--- src/rtl/sdi_pkg.sv ---
package sdi_pkg;

   typedef enum logic [3:0] {
      ST_PWR  = 4'd0,
      ST_PRE  = 4'd1,
      ST_TRP  = 4'd2,
      ST_REF1 = 4'd3,
      ST_RFC1 = 4'd4,
      ST_REF2 = 4'd5,
      ST_RFC2 = 4'd6,
      ST_LMR  = 4'd7,
      ST_MRD  = 4'd8,
      ST_DONE = 4'd9
   } sdi_state_e;

   typedef struct packed {
      logic cs_n;
      logic ras_n;
      logic cas_n;
      logic we_n;
   } sdi_cmd_t;

   localparam sdi_cmd_t CMD_NOP = 4'b0111;
   localparam sdi_cmd_t CMD_PRE = 4'b0010;
   localparam sdi_cmd_t CMD_REF = 4'b0001;
   localparam sdi_cmd_t CMD_LMR = 4'b0000;

   // Number of mode-word bits that carry fields; the rest are zero.
   localparam int unsigned MODE_FIELD_W = 9;
   // Address bit that selects all banks during precharge.
   localparam int unsigned ALLBANK_BIT  = 10;

   function automatic int unsigned max_of4(input int unsigned a, input int unsigned b,
                                           input int unsigned c, input int unsigned d);
      int unsigned m;
      m = a;
      if (b > m) m = b;
      if (c > m) m = c;
      if (d > m) m = d;
      return m;
   endfunction

endpackage

--- src/rtl/sdi_wait_timer.sv ---
module sdi_wait_timer #(
   parameter int unsigned CNT_W   = 8,
   parameter int unsigned RST_VAL = 1
) (
   input  logic             clk,
   input  logic             rst,
   input  logic             start,
   input  logic [CNT_W-1:0] len_m1,
   output logic             expired
);

   localparam logic [CNT_W-1:0] RST_CNT = CNT_W'(RST_VAL);

   logic [CNT_W-1:0] cnt_q;

   always_ff @(posedge clk) begin
      if (rst)                cnt_q <= RST_CNT;
      else if (start)         cnt_q <= len_m1;
      else if (cnt_q != '0)   cnt_q <= cnt_q - CNT_W'(1);
   end

   assign expired = (cnt_q == '0);

   // a running count moves down by one each cycle
   a_r4_timer_step: assert property (@(posedge clk) disable iff (rst)
      (!start && cnt_q != '0) |=> (cnt_q == $past(cnt_q) - CNT_W'(1)));

   // a freshly loaded count equals the requested length
   a_r2_timer_load: assert property (@(posedge clk) disable iff (rst)
      start |=> (cnt_q == $past(len_m1)));

endmodule

--- src/rtl/sdi_step_fsm.sv ---
module sdi_step_fsm
   import sdi_pkg::*;
#(
   parameter int unsigned CNT_W = 8,
   parameter int unsigned T_RP  = 2,
   parameter int unsigned T_RFC = 6,
   parameter int unsigned T_MRD = 2
) (
   input  logic             clk,
   input  logic             rst,
   input  logic             tmr_expired,
   output logic             tmr_start,
   output logic [CNT_W-1:0] tmr_len_m1,
   output sdi_state_e       state
);

   localparam logic [CNT_W-1:0] RP_M1  = CNT_W'(T_RP - 1);
   localparam logic [CNT_W-1:0] RFC_M1 = CNT_W'(T_RFC - 1);
   localparam logic [CNT_W-1:0] MRD_M1 = CNT_W'(T_MRD - 1);

   sdi_state_e state_q, state_d;

   always_comb begin
      state_d    = state_q;
      tmr_start  = 1'b0;
      tmr_len_m1 = '0;
      unique case (state_q)
         ST_PWR:  if (tmr_expired) state_d = ST_PRE;
         ST_PRE:  begin
            tmr_start  = 1'b1;
            tmr_len_m1 = RP_M1;
            state_d    = ST_TRP;
         end
         ST_TRP:  if (tmr_expired) state_d = ST_REF1;
         ST_REF1: begin
            tmr_start  = 1'b1;
            tmr_len_m1 = RFC_M1;
            state_d    = ST_RFC1;
         end
         ST_RFC1: if (tmr_expired) state_d = ST_REF2;
         ST_REF2: begin
            tmr_start  = 1'b1;
            tmr_len_m1 = RFC_M1;
            state_d    = ST_RFC2;
         end
         ST_RFC2: if (tmr_expired) state_d = ST_LMR;
         ST_LMR:  begin
            tmr_start  = 1'b1;
            tmr_len_m1 = MRD_M1;
            state_d    = ST_MRD;
         end
         ST_MRD:  if (tmr_expired) state_d = ST_DONE;
         ST_DONE: state_d = ST_DONE;
         default: state_d = ST_PWR;
      endcase
   end

   always_ff @(posedge clk) begin
      if (rst) state_q <= ST_PWR;
      else     state_q <= state_d;
   end

   assign state = state_q;

   // the load-mode step is entered only from the second refresh wait
   a_r10_lmr_order: assert property (@(posedge clk) disable iff (rst)
      (state_q == ST_LMR) |-> ($past(state_q) == ST_RFC2));

   // the second refresh is entered only from the first refresh wait
   a_r5_ref2_order: assert property (@(posedge clk) disable iff (rst)
      (state_q == ST_REF2) |-> ($past(state_q) == ST_RFC1));

endmodule

--- src/rtl/sdi_mode_word.sv ---
module sdi_mode_word
   import sdi_pkg::*;
#(
   parameter int unsigned ADDR_W = 12
) (
   input  logic [2:0]        blen,
   input  logic              seq_type,
   input  logic [2:0]        cas_lat,
   input  logic [1:0]        op_mode,
   output logic [ADDR_W-1:0] word
);

   assign word[2:0] = blen;
   assign word[3]   = seq_type;
   assign word[6:4] = cas_lat;
   assign word[8:7] = op_mode;

   for (genvar i = MODE_FIELD_W; i < ADDR_W; i++) begin : g_rsv
      assign word[i] = 1'b0;
   end

endmodule

--- src/rtl/sdi_cmd_drive.sv ---
module sdi_cmd_drive
   import sdi_pkg::*;
#(
   parameter int unsigned ADDR_W = 12,
   parameter int unsigned BANK_W = 2
) (
   input  sdi_state_e        state,
   input  logic [ADDR_W-1:0] mode_word,
   output sdi_cmd_t          cmd,
   output logic [ADDR_W-1:0] addr,
   output logic [BANK_W-1:0] bank,
   output logic              done
);

   always_comb begin
      cmd  = CMD_NOP;
      addr = '0;
      bank = '0;
      unique case (state)
         ST_PRE: begin
            cmd               = CMD_PRE;
            addr[ALLBANK_BIT] = 1'b1;
         end
         ST_REF1, ST_REF2: cmd = CMD_REF;
         ST_LMR: begin
            cmd  = CMD_LMR;
            addr = mode_word;
         end
         default: cmd = CMD_NOP;
      endcase
   end

   assign done = (state == ST_DONE);

endmodule

--- src/rtl/sdram_init_seq.sv ---
module sdram_init_seq
   import sdi_pkg::*;
#(
   parameter int unsigned ADDR_W  = 12,
   parameter int unsigned BANK_W  = 2,
   parameter int unsigned PWR_CYC = 20000,
   parameter int unsigned T_RP    = 4,
   parameter int unsigned T_RFC   = 14,
   parameter int unsigned T_MRD   = 2
) (
   input  logic              clk,
   input  logic              rst,
   input  logic [2:0]        mode_blen,
   input  logic              mode_seq_type,
   input  logic [2:0]        mode_cas,
   input  logic [1:0]        mode_op,
   output logic              sd_cs_n,
   output logic              sd_ras_n,
   output logic              sd_cas_n,
   output logic              sd_we_n,
   output logic [ADDR_W-1:0] sd_addr,
   output logic [BANK_W-1:0] sd_bank,
   output logic              init_done
);

   localparam int unsigned MAX_WAIT = max_of4(PWR_CYC, T_RP, T_RFC, T_MRD);
   localparam int unsigned CNT_W    = (MAX_WAIT < 2) ? 1 : $clog2(MAX_WAIT);

   if (ADDR_W <= ALLBANK_BIT) begin : g_chk_addr
      $error("ADDR_W must exceed the all-bank precharge bit");
   end
   if (BANK_W < 1) begin : g_chk_bank
      $error("BANK_W must be at least 1");
   end
   if (PWR_CYC < 1 || T_RP < 1 || T_RFC < 1 || T_MRD < 1) begin : g_chk_wait
      $error("every wait must be at least one cycle");
   end

   logic             tmr_start;
   logic             tmr_expired;
   logic [CNT_W-1:0] tmr_len_m1;
   sdi_state_e       state;
   logic [ADDR_W-1:0] mode_word;
   sdi_cmd_t         cmd;

   sdi_wait_timer #(
      .CNT_W   (CNT_W),
      .RST_VAL (PWR_CYC - 1)
   ) u_timer (
      .clk     (clk),
      .rst     (rst),
      .start   (tmr_start),
      .len_m1  (tmr_len_m1),
      .expired (tmr_expired)
   );

   sdi_step_fsm #(
      .CNT_W (CNT_W),
      .T_RP  (T_RP),
      .T_RFC (T_RFC),
      .T_MRD (T_MRD)
   ) u_fsm (
      .clk         (clk),
      .rst         (rst),
      .tmr_expired (tmr_expired),
      .tmr_start   (tmr_start),
      .tmr_len_m1  (tmr_len_m1),
      .state       (state)
   );

   sdi_mode_word #(
      .ADDR_W (ADDR_W)
   ) u_mode (
      .blen     (mode_blen),
      .seq_type (mode_seq_type),
      .cas_lat  (mode_cas),
      .op_mode  (mode_op),
      .word     (mode_word)
   );

   sdi_cmd_drive #(
      .ADDR_W (ADDR_W),
      .BANK_W (BANK_W)
   ) u_drive (
      .state     (state),
      .mode_word (mode_word),
      .cmd       (cmd),
      .addr      (sd_addr),
      .bank      (sd_bank),
      .done      (init_done)
   );

   assign sd_cs_n  = cmd.cs_n;
   assign sd_ras_n = cmd.ras_n;
   assign sd_cas_n = cmd.cas_n;
   assign sd_we_n  = cmd.we_n;

   // completion is sticky until reset
   a_r8_done_sticky: assert property (@(posedge clk) disable iff (rst)
      init_done |=> init_done);

   // after completion the bus carries only NOP
   a_r8_done_nop: assert property (@(posedge clk) disable iff (rst)
      init_done |-> (cmd == CMD_NOP));

   // completion follows a NOP cycle
   a_r7_done_after_nop: assert property (@(posedge clk) disable iff (rst)
      $rose(init_done) |-> ($past(cmd) == CMD_NOP));

   // every refresh is followed by a NOP cycle
   a_r5_ref_then_nop: assert property (@(posedge clk) disable iff (rst)
      (cmd == CMD_REF) |=> (cmd == CMD_NOP));

   // precharge selects all banks
   a_r3_pre_allbank: assert property (@(posedge clk) disable iff (rst)
      (cmd == CMD_PRE) |-> (sd_addr[ALLBANK_BIT] && sd_bank == '0));

   // load-mode reserved bits stay zero
   a_r6_lmr_reserved: assert property (@(posedge clk) disable iff (rst)
      (cmd == CMD_LMR) |-> ((sd_addr >> MODE_FIELD_W) == '0 && sd_bank == '0));

   // idle cycles carry a zero address
   a_r9_nop_addr_zero: assert property (@(posedge clk) disable iff (rst)
      (cmd == CMD_NOP) |-> (sd_addr == '0 && sd_bank == '0));

endmodule

--- config.mk ---
export PLATFORM = sky130hd
export DESIGN_NAME = sdram_init_seq
export DESIGN_NICKNAME = d
export VERILOG_FILES = /design/src/rtl/sdi_pkg.sv /design/src/rtl/sdi_wait_timer.sv /design/src/rtl/sdi_step_fsm.sv /design/src/rtl/sdi_mode_word.sv /design/src/rtl/sdi_cmd_drive.sv /design/src/rtl/sdram_init_seq.sv
export SDC_FILE = /design/constraint.sdc
export NUM_CORES = 1
export LEC_CHECK = 0
export BUFFER_PORTS_ARGS = -buffer_cell sky130_fd_sc_hd__buf_2
export CAP_MARGIN = 40
export CORE_AREA = 2 2 49 51
export CTS_BUF_LIST = sky130_fd_sc_hd__clkbuf_4
export CTS_CLUSTER_DIAMETER = 60
export DETAILED_ROUTE_END_ITERATION = 12
export DIE_AREA = 0 0 51 53
export PLACE_DENSITY = 0.78
export SYNTH_ARGS = -nofsm -noshare
export SYNTH_HDL_FRONTEND = slang
export SYNTH_SLANG_ARGS = --single-unit
--- constraint.sdc ---
create_clock -name clk -period 2.45 [get_ports clk]
set_input_delay 0.245 -clock clk [delete_from_list [all_inputs] [get_ports clk]]
set_output_delay 0.245 -clock clk [all_outputs]
set_load 0.03 [all_outputs]
* Word-level counts from Yosys, hierarchy flattened
Index checks and enable logic that the tools add are counted.
** Cells by class
- Bitwise operators :: 0
- Order comparisons :: 0
- Equality and inequality tests :: 14
- $add $sub $neg :: 1
- Multiplexer cells :: 13
- Multipliers :: 0
- Div/mod/pow operators :: 0
- Shift-type cells :: 0
- Reduce and logical (&&, ||, !) cells :: 7
** Operator list (number)
- $pmux 4 s10 :: 1
- $mux 15 :: 2
- $mux 4 :: 5
- $eq 4x3->1 const B :: 4
- $logic_not 15->1 :: 1
- $reduce_bool 15->1 :: 1
- $sub 15x1->15 const B :: 1
- $pmux 4 s3 :: 1
- $ne 2x2->1 const B :: 5
- $mux 9 :: 1
- $pmux 3 s3 :: 1
- $eq 4x2->1 const B :: 2
- $eq 4x4->1 const B :: 2
- $reduce_and 5->1 :: 1
- $eq 4x1->1 const B :: 1
- $logic_not 4->1 :: 1
- $reduce_or 4->1 :: 1
- $mux 1 :: 2
- $reduce_bool 2->1 :: 1
- $reduce_or 2->1 :: 1
** Word-level totals
- Output and inout port bits :: 19
- Bits in registers :: 19
- Memory bits (read-only) :: 0
- RAM bits :: 0
- Bits of input ports :: 11
- Bits in latches :: 0
- Memories kept :: 0

* Longest topological paths before layout
Gate-level depths: netlist of the first run.
- Depth in word-level cells :: 4
- Gate-level depth with buffers :: 7
- Gate-level depth less buffers :: 6

* Modules after synthesis
From an unflattened synthesis of the first run, not the netlist that was laid out.
** Second synthesis, totals
- Cell total of the unflattened synthesis :: 185
- Area, all modules :: 1430.1 um^2
** By module, submodules not included
- sdi_wait_timer :: instances 1, area each 878.3 um^2, cells an instance 110, seq. area each 300.3 um^2
- sdi_step_fsm :: instances 1, area each 297.8 um^2, cells an instance 36, seq. area each 80.1 um^2
- sdi_cmd_drive :: instances 1, area each 160.2 um^2, cells an instance 26, seq. area each 0.0 um^2
- sdi_mode_word :: instances 1, area each 93.8 um^2, cells an instance 13, seq. area each 0.0 um^2

* Least setup slack after synthesis of the first run
OpenSTA, ideal clock, no wires.
- Path kind :: reg-to-reg
- From :: register u_fsm.state_q[0], in the netlist u_fsm.state[0]
- To :: register u_timer.cnt_q[1]
- Setup time :: 0.106 ns
- Arrival time :: 1.891 ns
- Slack :: 0.453 ns
- Period minus slack after synthesis :: 1.997 ns
- Path buffers :: 1
- Data required time :: 2.344 ns
- Cell stages (with the launch flop) :: 7
- Cells stage by stage :: dfxtp_1 nor2b_1 inv_1 clkbuf_1 nor3_1 nor2_1 o311ai_0
** On the way
- Longest elaborated chain between the ends :: 4
** Ends and longest elaborated chain
- start, declared :: RTL line sdi_step_fsm.sv:21 : sdi_state_e state_q, state_d;
- start signal, assigned :: RTL line sdi_step_fsm.sv:60 : else state_q <= state_d;
- $eq 4x2->1 (tied with other cells) :: RTL line sdi_step_fsm.sv:27 : unique case (state_q)
- $reduce_or 2->1 (no line) or $reduce_or 4->1 (tied branches)
- $pmux 4 s3 or $mux 1 (tied branches) :: RTL line sdi_step_fsm.sv:27
- $mux 15 or $reduce_bool 2->1 (tied branches)
- end signal, assigned :: RTL line sdi_wait_timer.sv:18 : else if (start) cnt_q <= len_m1;
- end signal, assigned :: RTL line sdi_wait_timer.sv:19 : else if (cnt_q != '0) cnt_q <= cnt_q - CNT_W'(1);
- end, declared :: RTL line sdi_wait_timer.sv:14 : logic [CNT_W-1:0] cnt_q;
Parallel ways exist; a longest one is shown, timed or not.
A chain may end at the register's enable or synchronous reset.

* Worst setup path in the final report of the first run
- From :: register u_fsm.state_q[0], in the netlist u_fsm.state[0]
- To :: output sd_addr[10]
** On the way
- Longest elaborated chain between the ends :: 2
** Ends and longest elaborated chain
- $eq 4x1->1 :: RTL line sdi_cmd_drive.sv:19 : unique case (state)
- $mux 1 :: RTL line sdi_cmd_drive.sv:19
- end, declared :: RTL line sdram_init_seq.sv:21 : output logic [ADDR_W-1:0] sd_addr,
Every way passes these cells.

==> impl_metrics.ini, run 1 <==
[routing]
wl_per_cell_um = 13.06
drt-initial-drc-count = 23
routed_wirelength_mm = 2.337
ant_nets = 0
drc = 0
vias = 1022
vias_per_cell = 5.709
dr.pass1.iters = 4

[clock_tree]
clockBufferDepth = 2
clock_sinks = 19
clock-root-buffer = clkbuf_4
cts_tree = built
postCtsSetupRepairBufs = 0
cts_hold_buffers = 0
cts_made_buffers = 3
clk_latency_ps = 290
cts_resized = 0
cts_max_level = 1
clk_pin_slew_ps = 110

[finish]
layout-drive-gt1-share = 0.2517
areaGrowthSynthToFinish_pct = 9.337
final_core_util = 0.5661
fillerInstances = 211
antenna_cells = 0
fin_nets = 164

[timing]
slew_viol_final = 0
layout_min_cycle_time_ps = 2035
slew-limit-headroom = 0.6596
fin_crit_sh = 0.8306
max_clock_freq_mhz = 491.4
max_slew.worst_pin.slew_ps = 506.8
fin_ws_ps = 415.1
hold-worst-slack_ps = 280.3
hold_violations = 0
fin_tns_setup_ps = 0
setup_violations = 0
finalClockSkew_ps = 4.002
grt_setup_unrepaired = false

[placed_design]
hpwl_mm = 1.731
portBuffers = 24
dp_slack_ps = 443.5
place_congestion = 0.9086

[setup_path]
critPathLaunchType = flip-flop
worstPathArrival_ps = 1790
path_class = flip-flop to output port
crit_required_ps = 2200
crit_path_max_fanout = 13
critical_path.endpoint_type = output port

[worst_hold_path]
min_path_type = primary input to flip-flop

[global_route]
antenna_found_initial = 0
overflow = 0
grt_max_degree = 14
grt_pass1_wl_mm = 4.043
grt_pass1_vias = 903
grt.total_usage = 0.1977

[yosys]
ys_ff_latch = 19
synth_warnings = 0
synth_cell_types = 42
avgSynthCellArea_um2 = 8.363
ys_seq_area_frac = 0.3420
synthesis.area_um2 = 1112
synth_cells = 133

[floorplan]
core_um2 = 2148
num_io_pins = 30
rows = 17
die_w_um = 51
dieArea_um2 = 2703
chipHeight_um = 53
initial_utilization = 0.5178

[pwr]
ir_worst_vdd_v = 0.0002109
p_per_area_nw_per_um2 = 429.7
p_leak_uw = 0.0004945
power_uw = 522.6

[run]
drv_cap = 0

[run_status]
outcome = completed
-- metal layers --
layer | up-vias | part of all wire | global-route usage
met5 | - | 0 | 0
met4 | 0 | 0.0098 | 0.06757
met3 | 4 | 0.056 | 0.04237
met2 | 34 | 0.47 | 0.3333
met1 | 477 | 0.46 | 0.2487
li1 | 507 | - | -
-- report_power, final --
group / leakage [uW] / switching [uW] / internal [uW]
clock: 0.0000184 / 96.1 / 74.4
sequential: 0.000154 / 3.93 / 313
combinational: 0.000322 / 22.6 / 12.6
total: 0.000495 / 123 / 400
-- layout make-up --
type | instances | area, um2 | share of cell area
multi-input combinational | 99 | 628.1 | 0.5165
sequential | 19 | 380.4 | 0.3128
timing repair buffer | 25 | 127.6 | 0.1049
clock buffer | 4 | 30.03 | 0.02469
inverter | 4 | 15.01 | 0.01235
tap | 28 | 35.03 | 0.02881
-- stage by stage --
step	cell area [um2]	cells
floorplan	1127	137
global route	1216	179
detailed placement	1186	175
global placement	1186	175
finish	1216	179
CTS	1216	179
-- cell usage after synthesis --
| cell | instances | area [um2] |
|---|---|---|
| conb_1 | 1 | 3.750 |
| nand2_1 | 8 | 30.03 |
| o21ai_1 | 2 | 10.01 |
| o21ai_0 | 4 | 20.02 |
| or4_1 | 5 | 37.54 |
| nor4_1 | 3 | 18.77 |
| or3_2 | 2 | 15.01 |
| o311ai_0 | 1 | 8.760 |
| a21oi_1 | 5 | 25.02 |
| nand3_1 | 2 | 10.01 |
| a311o_1 | 1 | 10.01 |
| ha_1 | 1 | 12.51 |
| or4_2 | 1 | 8.760 |
| and3_1 | 2 | 12.51 |
| nor2_2 | 1 | 6.260 |
| clkbuf_1 | 6 | 22.52 |
| o211a_1 | 1 | 10.01 |
| clkbuf_8 | 2 | 27.53 |
| a31oi_1 | 2 | 12.51 |
| nand4_1 | 1 | 6.260 |
| nor3_1 | 8 | 40.04 |
| or3_1 | 4 | 25.02 |
| buf_6 | 1 | 11.26 |
| and2_1 | 9 | 56.30 |
| a31o_2 | 2 | 17.52 |
| or4_4 | 1 | 11.26 |
| o31ai_1 | 3 | 22.52 |
| o41ai_1 | 2 | 17.52 |
| nor2_1 | 8 | 30.03 |
| nand2b_1 | 1 | 6.260 |
| nor3b_1 | 1 | 7.510 |
| dfxtp_1 | 19 | 380.4 |
| xor2_1 | 1 | 8.760 |
| clkbuf_2 | 1 | 5.000 |
| nor2b_1 | 1 | 6.260 |
| a2111oi_0 | 1 | 8.760 |
| nor4_4 | 1 | 21.27 |
| buf_4 | 5 | 37.54 |
| o211ai_1 | 2 | 15.01 |
| inv_1 | 4 | 15.01 |
| or3b_2 | 1 | 8.760 |
| xnor2_1 | 6 | 52.55 |
-- flip-flops by register name (all words and copies together), names as in the netlist --
register	flops
u_fsm.state	4
u_timer.cnt_q	15
-- cells by family after synthesis --
logic type               count (synthesis)  share of synthesized area
AO/OA/AOI/OAI                           26                     0.1597
adder cells (fa/ha/maj)                  1                    0.01125
AND/OR/NAND/NOR                         60                     0.3217
XOR/XNOR                                 7                    0.05512
flip-flops                              19                     0.3420
other                                    1                   0.003371
buffers and inverters                   19                     0.1069
-- critical path: stages, from the launching register on --
cell and delay [ps]:
dfxtp_1 410, nor2b_1 200, buf_4 190, inv_1 210
nor3_1 240, buf_2 240
-- worst paths after layout --
path	slack, ps	to	depth (start not counted)	startpoint
hold reg to reg	490	u_timer.cnt_q[14]$_SDFFE_PP1P_	1	u_timer.cnt_q[14]$_SDFFE_PP1P_
hold / removal	280	u_fsm.state[3]$_SDFFE_PP0P_	2	rst
setup / recovery	420	sd_addr[10]	5	u_fsm.state[0]$_SDFFE_PP0P_
setup reg to reg	430	u_timer.cnt_q[5]$_SDFFE_PP0P_	6	u_timer.cnt_q[0]$_SDFFE_PP1P_
-- cell usage in the layout, fill, tap and decap left out, types with 2 or more instances in the layout --
cell	count
or4_1	5
a21oi_1	5
o41ai_1	2
or3_2	2
nor2_1	8
nand3_1	2
xnor2_1	6
dfxtp_1	19
clkbuf_4	4
and2_1	9
inv_1	4
or3_1	4
and3_1	2
o21ai_1	2
o21ai_0	4
o211ai_1	2
o31ai_1	3
nor4_1	3
a31o_2	2
a31oi_1	2
nor3_1	8
buf_2	24
conb_1	5
nand2_1	8
No activity file was read; power rests on OpenSTA's default activity.
==> inputs of run 2 (changes only) <==
--- a/config.mk
+++ b/config.mk
@@ -5,13 +5,14 @@
 export SDC_FILE = /design/constraint.sdc
 export NUM_CORES = 1
 export LEC_CHECK = 0
+export ABC_AREA = 1
 export BUFFER_PORTS_ARGS = -buffer_cell sky130_fd_sc_hd__buf_2
 export CAP_MARGIN = 40
-export CORE_AREA = 2 2 49 51
+export CORE_AREA = 2 2 51 53
 export CTS_BUF_LIST = sky130_fd_sc_hd__clkbuf_4
 export CTS_CLUSTER_DIAMETER = 60
 export DETAILED_ROUTE_END_ITERATION = 12
-export DIE_AREA = 0 0 51 53
+export DIE_AREA = 0 0 53 55
 export PLACE_DENSITY = 0.78
 export SYNTH_ARGS = -nofsm -noshare
 export SYNTH_HDL_FRONTEND = slang
==> constraint.sdc (replaced) <==
create_clock -name clk -period 1.9 [get_ports clk]
set_input_delay 0.19 -clock clk [delete_from_list [all_inputs] [get_ports clk]]
set_output_delay 0.19 -clock clk [all_outputs]
set_load 0.03 [all_outputs]
==> run 2 against run 1 <==
  * Via count up 20%
  * Synthesized area grew 11%
  * Power increased by 31%
  * Synthesized cell count up 46%
  * Highest routed layer unchanged
  * Worst setup slack worse by 230 ps
  * Largest cell class unchanged
==> impl_metrics.ini, run 2 <==
[clock_tree]
cts_resized = 0
postCtsSetupRepairBufs = 0
cts_hold_buffers = 0
clk_pin_slew_ps = 110
cts_max_level = 1
cts_tree = built
clock_sinks = 19
cts_made_buffers = 3
clk_latency_ps = 300
clock-root-buffer = clkbuf_4
clockBufferDepth = 2

[routing]
ant_nets = 0
drt-initial-drc-count = 31
vias_per_cell = 4.948
drc = 0
wl_per_cell_um = 9.992
vias = 1227
routed_wirelength_mm = 2.478
dr.pass1.iters = 4

[yosys]
synth_warnings = 0
synth_cell_types = 27
yosys_most_used_dff = dfxtp_1
avgSynthCellArea_um2 = 6.340
async_flop_share = 0
synthesis.area_um2 = 1230
ys_seq_area_frac = 0.3093
yosys-top-cells-area = dfxtp_1, nand2_1, nor2_1, inv_1, buf_4
synth_edf_count = 0
yosys.area.top_type = dfxtp_1
synth.most_common_cell = nand2_1
synth_top_cell_area_share = 0.3093
synth_cells = 194
ys_ff_latch = 19
synth_top_cells_by_count = nand2_1, nor2_1, inv_1

[global_route]
grt_pass1_wl_mm = 4.271
busiest_layer = met2
grtUsageMet3 = 0.02419
overflow = 0
antenna_found_initial = 0
grt_pass1_vias = 1067
grt.total_usage = 0.1978
grt_max_degree = 16
grt_util_met2 = 0.3458
grtUsageMet1 = 0.2492

[setup_path]
slowest_delay_ps = 380
critPathTopFamily = buffers and inverters
crit_chain = inv_2 > nor2_4 > inv_2 > nor2_1 > nor2_1 > buf_2
crit_required_ps = 1710
r2r_cells = 7
critical_path.endpoint_type = output port
reg2reg_to = u_timer.cnt_q[1]$_SDFFE_PP1P_
ff2ff_setup_slack_ps = 320
critPathLaunchType = flip-flop
startpoint = u_fsm.state[0]$_SDFFE_PP0P_
crit_slowest_cell = dfxtp_1
crit_buf_inv = 3
rr_startpoint = u_timer.cnt_q[0]$_SDFFE_PP1P_
critical_path_cell_count = 6
path_class = flip-flop to output port
worstPathArrival_ps = 1520
crit_path_max_fanout = 13
cp-endpoint = sd_we_n

[floorplan]
die_w_um = 53
initial_utilization = 0.5201
dieArea_um2 = 2915
chipHeight_um = 55
core_um2 = 2365
rows = 18
num_io_pins = 30

[timing]
slew_viol_final = 0
grt_setup_unrepaired = false
finalClockSkew_ps = 3.698
hold_violations = 0
fin_tns_setup_ps = 0
layout_min_cycle_time_ps = 1711
fin_crit_sh = 0.9008
setup_violations = 0
max_clock_freq_mhz = 584.3
hold-worst-slack_ps = 210.0

[run_status]
outcome = completed

[pwr]
ir_worst_vdd_v = 0.0004741
p_per_area_nw_per_um2 = 500.4
p_leak_uw = 0.0006929

[finish]
layout_common_cells = nand2_1, nor2_1, inv_1, buf_2, dfxtp_1
areaGrowthSynthToFinish_pct = 10.99
fin_nets = 231
multi_input_area_um2 = 668.1
regArea_um2 = 380.4
fillerInstances = 237
largest_register_ff_count = 15
layout-drive-gt1-share = 0.2064
antenna_cells = 0
layout_commonest_cell = nand2_1
regMostFlops = u_timer.cnt_q

[placed_design]
place_congestion = 0.8321
portBuffers = 24
hpwl_mm = 1.938

[run]
drv_cap = 0

[worst_hold_path]
min_path_type = primary input to flip-flop
## run 2: changes by cell type after synthesis, sizes merged, moves of 5 or more
cell    before  now
and2         9    0
clkbuf       9    0
inv          4   34
nand2        8   42
nand3        2    9
nand4        1    9
nor2         9   47
or3          6    0
or4          7    0
xnor2        6    1
## run 2: per-layer routing
metal	wire length, um	share of wire
met5	0	0
met4	43	0.017
met2	1159	0.47
met1	1105	0.45
met3	168	0.068
## run 2: how the worst min path moves through the flow
stage / startpoint / to / slack (ps) / cells after the start
global route: rst / u_timer.cnt_q[5]$_SDFFE_PP0P_ / 220 / 2
finish: rst / u_timer.cnt_q[7]$_SDFFE_PP0P_ / 210 / 2
global placement: u_fsm.state[1]$_SDFFE_PP0P_ / u_fsm.state[1]$_SDFFE_PP0P_ / 510 / 2
floorplan: rst / u_timer.cnt_q[12]$_SDFFE_PP0P_ / 360 / 3
CTS: rst / u_timer.cnt_q[8]$_SDFFE_PP0P_ / 200 / 2
detailed placement: u_fsm.state[1]$_SDFFE_PP0P_ / u_fsm.state[1]$_SDFFE_PP0P_ / 510 / 2
## run 2: through the flow
step                      power, uW    util  setup slack, ps  cell area (um2)  std cells
after floorplan               472.4       -            313.7             1245        198
final                         683.1  0.5772            188.6             1365        248
after global placement        479.5  0.5656            392.5             1338        244
after global routing          705.0  0.5772            23.48             1365        248
after CTS                     686.9  0.5772            181.3             1365        248
after detailed placement      481.4  0.5656            326.6             1338        244
## run 2: final cells by class
| type | count | share of cell area |
|---|---|---|
| timing repair buffer | 24 | 0.08799 |
| tap | 30 | 0.02750 |
| clock buffer | 3 | 0.01650 |
| multi-input combinational | 136 | 0.4895 |
| sequential | 19 | 0.2786 |
| clock inverter | 1 | 0.003666 |
| inverter | 35 | 0.09624 |
## run 2: power breakdown
part | internal, uW | switching (uW)
Combinational | 21.2 | 42.3
Clock | 78.6 | 132
Sequential | 405 | 3.91
## run 2: worst reg2reg max path, stage by stage, from the launching register on
cell and delay, ps:
dfxtp_1 340, inv_1 120, ha_1 240, nand3_2 160
nor2_4 160, nand3_4 180, o21ai_0 160, o211ai_2 100
## run 2: kinds of logic after synthesis
| group | share of synthesized area |
|---|---|
| fa+ha+maj | 0.01017 |
| simple gates | 0.4293 |
| flops | 0.3093 |
| buf+inv | 0.1597 |
| compound gates | 0.06714 |
| other cells | 0.003049 |
| xor+xnor | 0.02137 |
==> inputs of run 3 (changes only) <==
--- a/config.mk
+++ b/config.mk
@@ -5,14 +5,13 @@
 export SDC_FILE = /design/constraint.sdc
 export NUM_CORES = 1
 export LEC_CHECK = 0
-export ABC_AREA = 1
 export BUFFER_PORTS_ARGS = -buffer_cell sky130_fd_sc_hd__buf_2
 export CAP_MARGIN = 40
-export CORE_AREA = 2 2 51 53
+export CORE_AREA = 2 2 49 51
 export CTS_BUF_LIST = sky130_fd_sc_hd__clkbuf_4
 export CTS_CLUSTER_DIAMETER = 60
 export DETAILED_ROUTE_END_ITERATION = 12
-export DIE_AREA = 0 0 53 55
+export DIE_AREA = 0 0 51 53
 export PLACE_DENSITY = 0.78
 export SYNTH_ARGS = -nofsm -noshare
 export SYNTH_HDL_FRONTEND = slang
==> run 3 against run 2 <==
  * Sequential share of layout area increased by 1.7 points
  * Flip-flop and latch count unchanged
  * Non-clock buffer count increased by 6
  * Sequential power about the same
  * Count of clock-buffer cells in the layout unchanged
  * Maximum frequency decreased by 7.9%
==> impl_metrics.ini, run 3 (same netlist as run 1, synthesis figures left out) <==
[timing]
slew_viol_final = 0
max_clock_freq_mhz = 538.3
grt_setup_unrepaired = true
fin_crit_sh = 0.9778
fin_tns_setup_ps = 0
setup_violations = 0
layout_min_cycle_time_ps = 1858
hold_violations = 0
finalClockSkew_ps = 3.972

[finish]
largest_register_ff_count = 15
antenna_cells = 0
fin_area_um2 = 1290
layout_common_cells = buf_2, dfxtp_1, and2_1, nor2_1, nand2_1
areaGrowthSynthToFinish_pct = 15.97
final_cells = 184
layout-drive-gt1-share = 0.3397
regMostFlops = u_timer.cnt_q
layout_commonest_cell = buf_2
fin_nets = 169

[pwr]
p_leak_uw = 0.0005240
p_per_area_nw_per_um2 = 508.9
ir_worst_vdd_v = 0.0006929

[setup_path]
startpoint = u_fsm.state[0]$_SDFFE_PP0P_
reg2reg_to = u_timer.cnt_q[14]$_SDFFE_PP1P_
ff2ff_setup_slack_ps = 100
path_class = flip-flop to output port
crit_path_max_fanout = 13
r2r_cells = 3
critical_path.endpoint_type = output port
rr_startpoint = u_timer.cnt_q[9]$_SDFFE_PP1P_
worstPathArrival_ps = 1670
crit_required_ps = 1710
critPathLaunchType = flip-flop

[floorplan]
chipHeight_um = 53
dieArea_um2 = 2703
core_um2 = 2148
initial_utilization = 0.5178
die_w_um = 51
num_io_pins = 30
rows = 17

[clock_tree]
cts_max_level = 1
clk_pin_slew_ps = 110
cts_tree = built
cts_made_buffers = 3
cts_hold_buffers = 0
clockBufferDepth = 2
clk_latency_ps = 300
clock_sinks = 19
clock-root-buffer = clkbuf_4

[placed_design]
placed_area_um2 = 1231
portBuffers = 24
hpwl_mm = 1.871
place_inst = 180
place_congestion = 0.8077

[global_route]
overflow = 0
grt.total_usage = 0.2036
grt_pass1_vias = 891
grt_max_degree = 14
grt_pass1_wl_mm = 4.140
antenna_found_initial = 0

[routing]
ant_nets = 0
drc = 0
dr.pass1.iters = 6
vias_per_cell = 5.603
drt-initial-drc-count = 22
vias = 1031
wl_per_cell_um = 13.78
routed_wirelength_mm = 2.535

[worst_hold_path]
min_path_type = primary input to flip-flop
hp-start = rst
whs_endpoint = u_fsm.state[3]$_SDFFE_PP0P_
hold_depth = 2

[run_status]
outcome = completed

[run]
drv_cap = 0
## run 3: changes by cell type in the layout (fill, tap and decap cells not counted), sizes merged, moves of 5 or more
cell,change
nand3,-7
inv,-30
and2,+9
xnor2,+5
nor2,-38
buf,+6
nand4,-8
or4,+7
or3,+6
nand2,-34
## run 3: how the worst max path moves through the flow
stage,to,slack (ps),cells after the start
2_1_floorplan,u_timer.cnt_q[2]$_SDFFE_PP1P_,2,7
3_3_place_gp,u_timer.cnt_q[3]$_SDFFE_PP1P_,70,6
3_5_place_dp,u_timer.cnt_q[14]$_SDFFE_PP1P_,30,6
4_1_cts,u_timer.cnt_q[14]$_SDFFE_PP1P_,7,6
5_1_grt,sd_addr[10],-120,4
6_report,sd_addr[10],40,4
## run 3: per-stage QoR
stage	power, uW	utilization	hold slack [ps]	setup WS (ps)
after detailed placement	462.8	0.5731	491.5	30.58
after floorplan	458.0	-	367.0	1.924
final	656.5	0.6005	225.0	42.20
after CTS	660.3	0.5859	224.8	7.402
after global placement	461.7	0.5731	465.5	69.00
after global routing	682.9	0.6005	271.6	-122.4
## run 3: what timing repair did
item / 4_1_cts / 5_1_grt
resized for setup: 0 / 9
endpoints found under the setup margin: 0 / 26
buffers inserted: 0 / 0
## run 3: cell type report
cell class	count	area [um2]
inverters	4	15.01
clock inverters	1	5.005
clock buffers	3	22.52
fillers	209	858.3
multi-input cells	99	665.6
flip-flops and latches	19	381.6
repair buffers	30	165.2
well taps	28	35.03
## run 3: routing by layer
layer / wire length, um / GRT usage
met1: 1080 / 0.2557
met2: 1320 / 0.3485
met3: 120 / 0.05367
met4: 14 / 0.04505
met5: 0 / 0
## run 3: report_power, final
group	leakage (uW)	switching, uW	internal (uW)	total [uW]
sequential	0.000153	6.10	403	410
combinational	0.000353	29.3	16.7	46.0
clock	0.0000177	123	78.4	201
total	0.000524	158	499	657
## run 3: critical path: stages (launching register included)
cell	delay, ps
dfxtp_1	420
nor2b_1	260
inv_1	260
nor3_2	200
buf_2	230
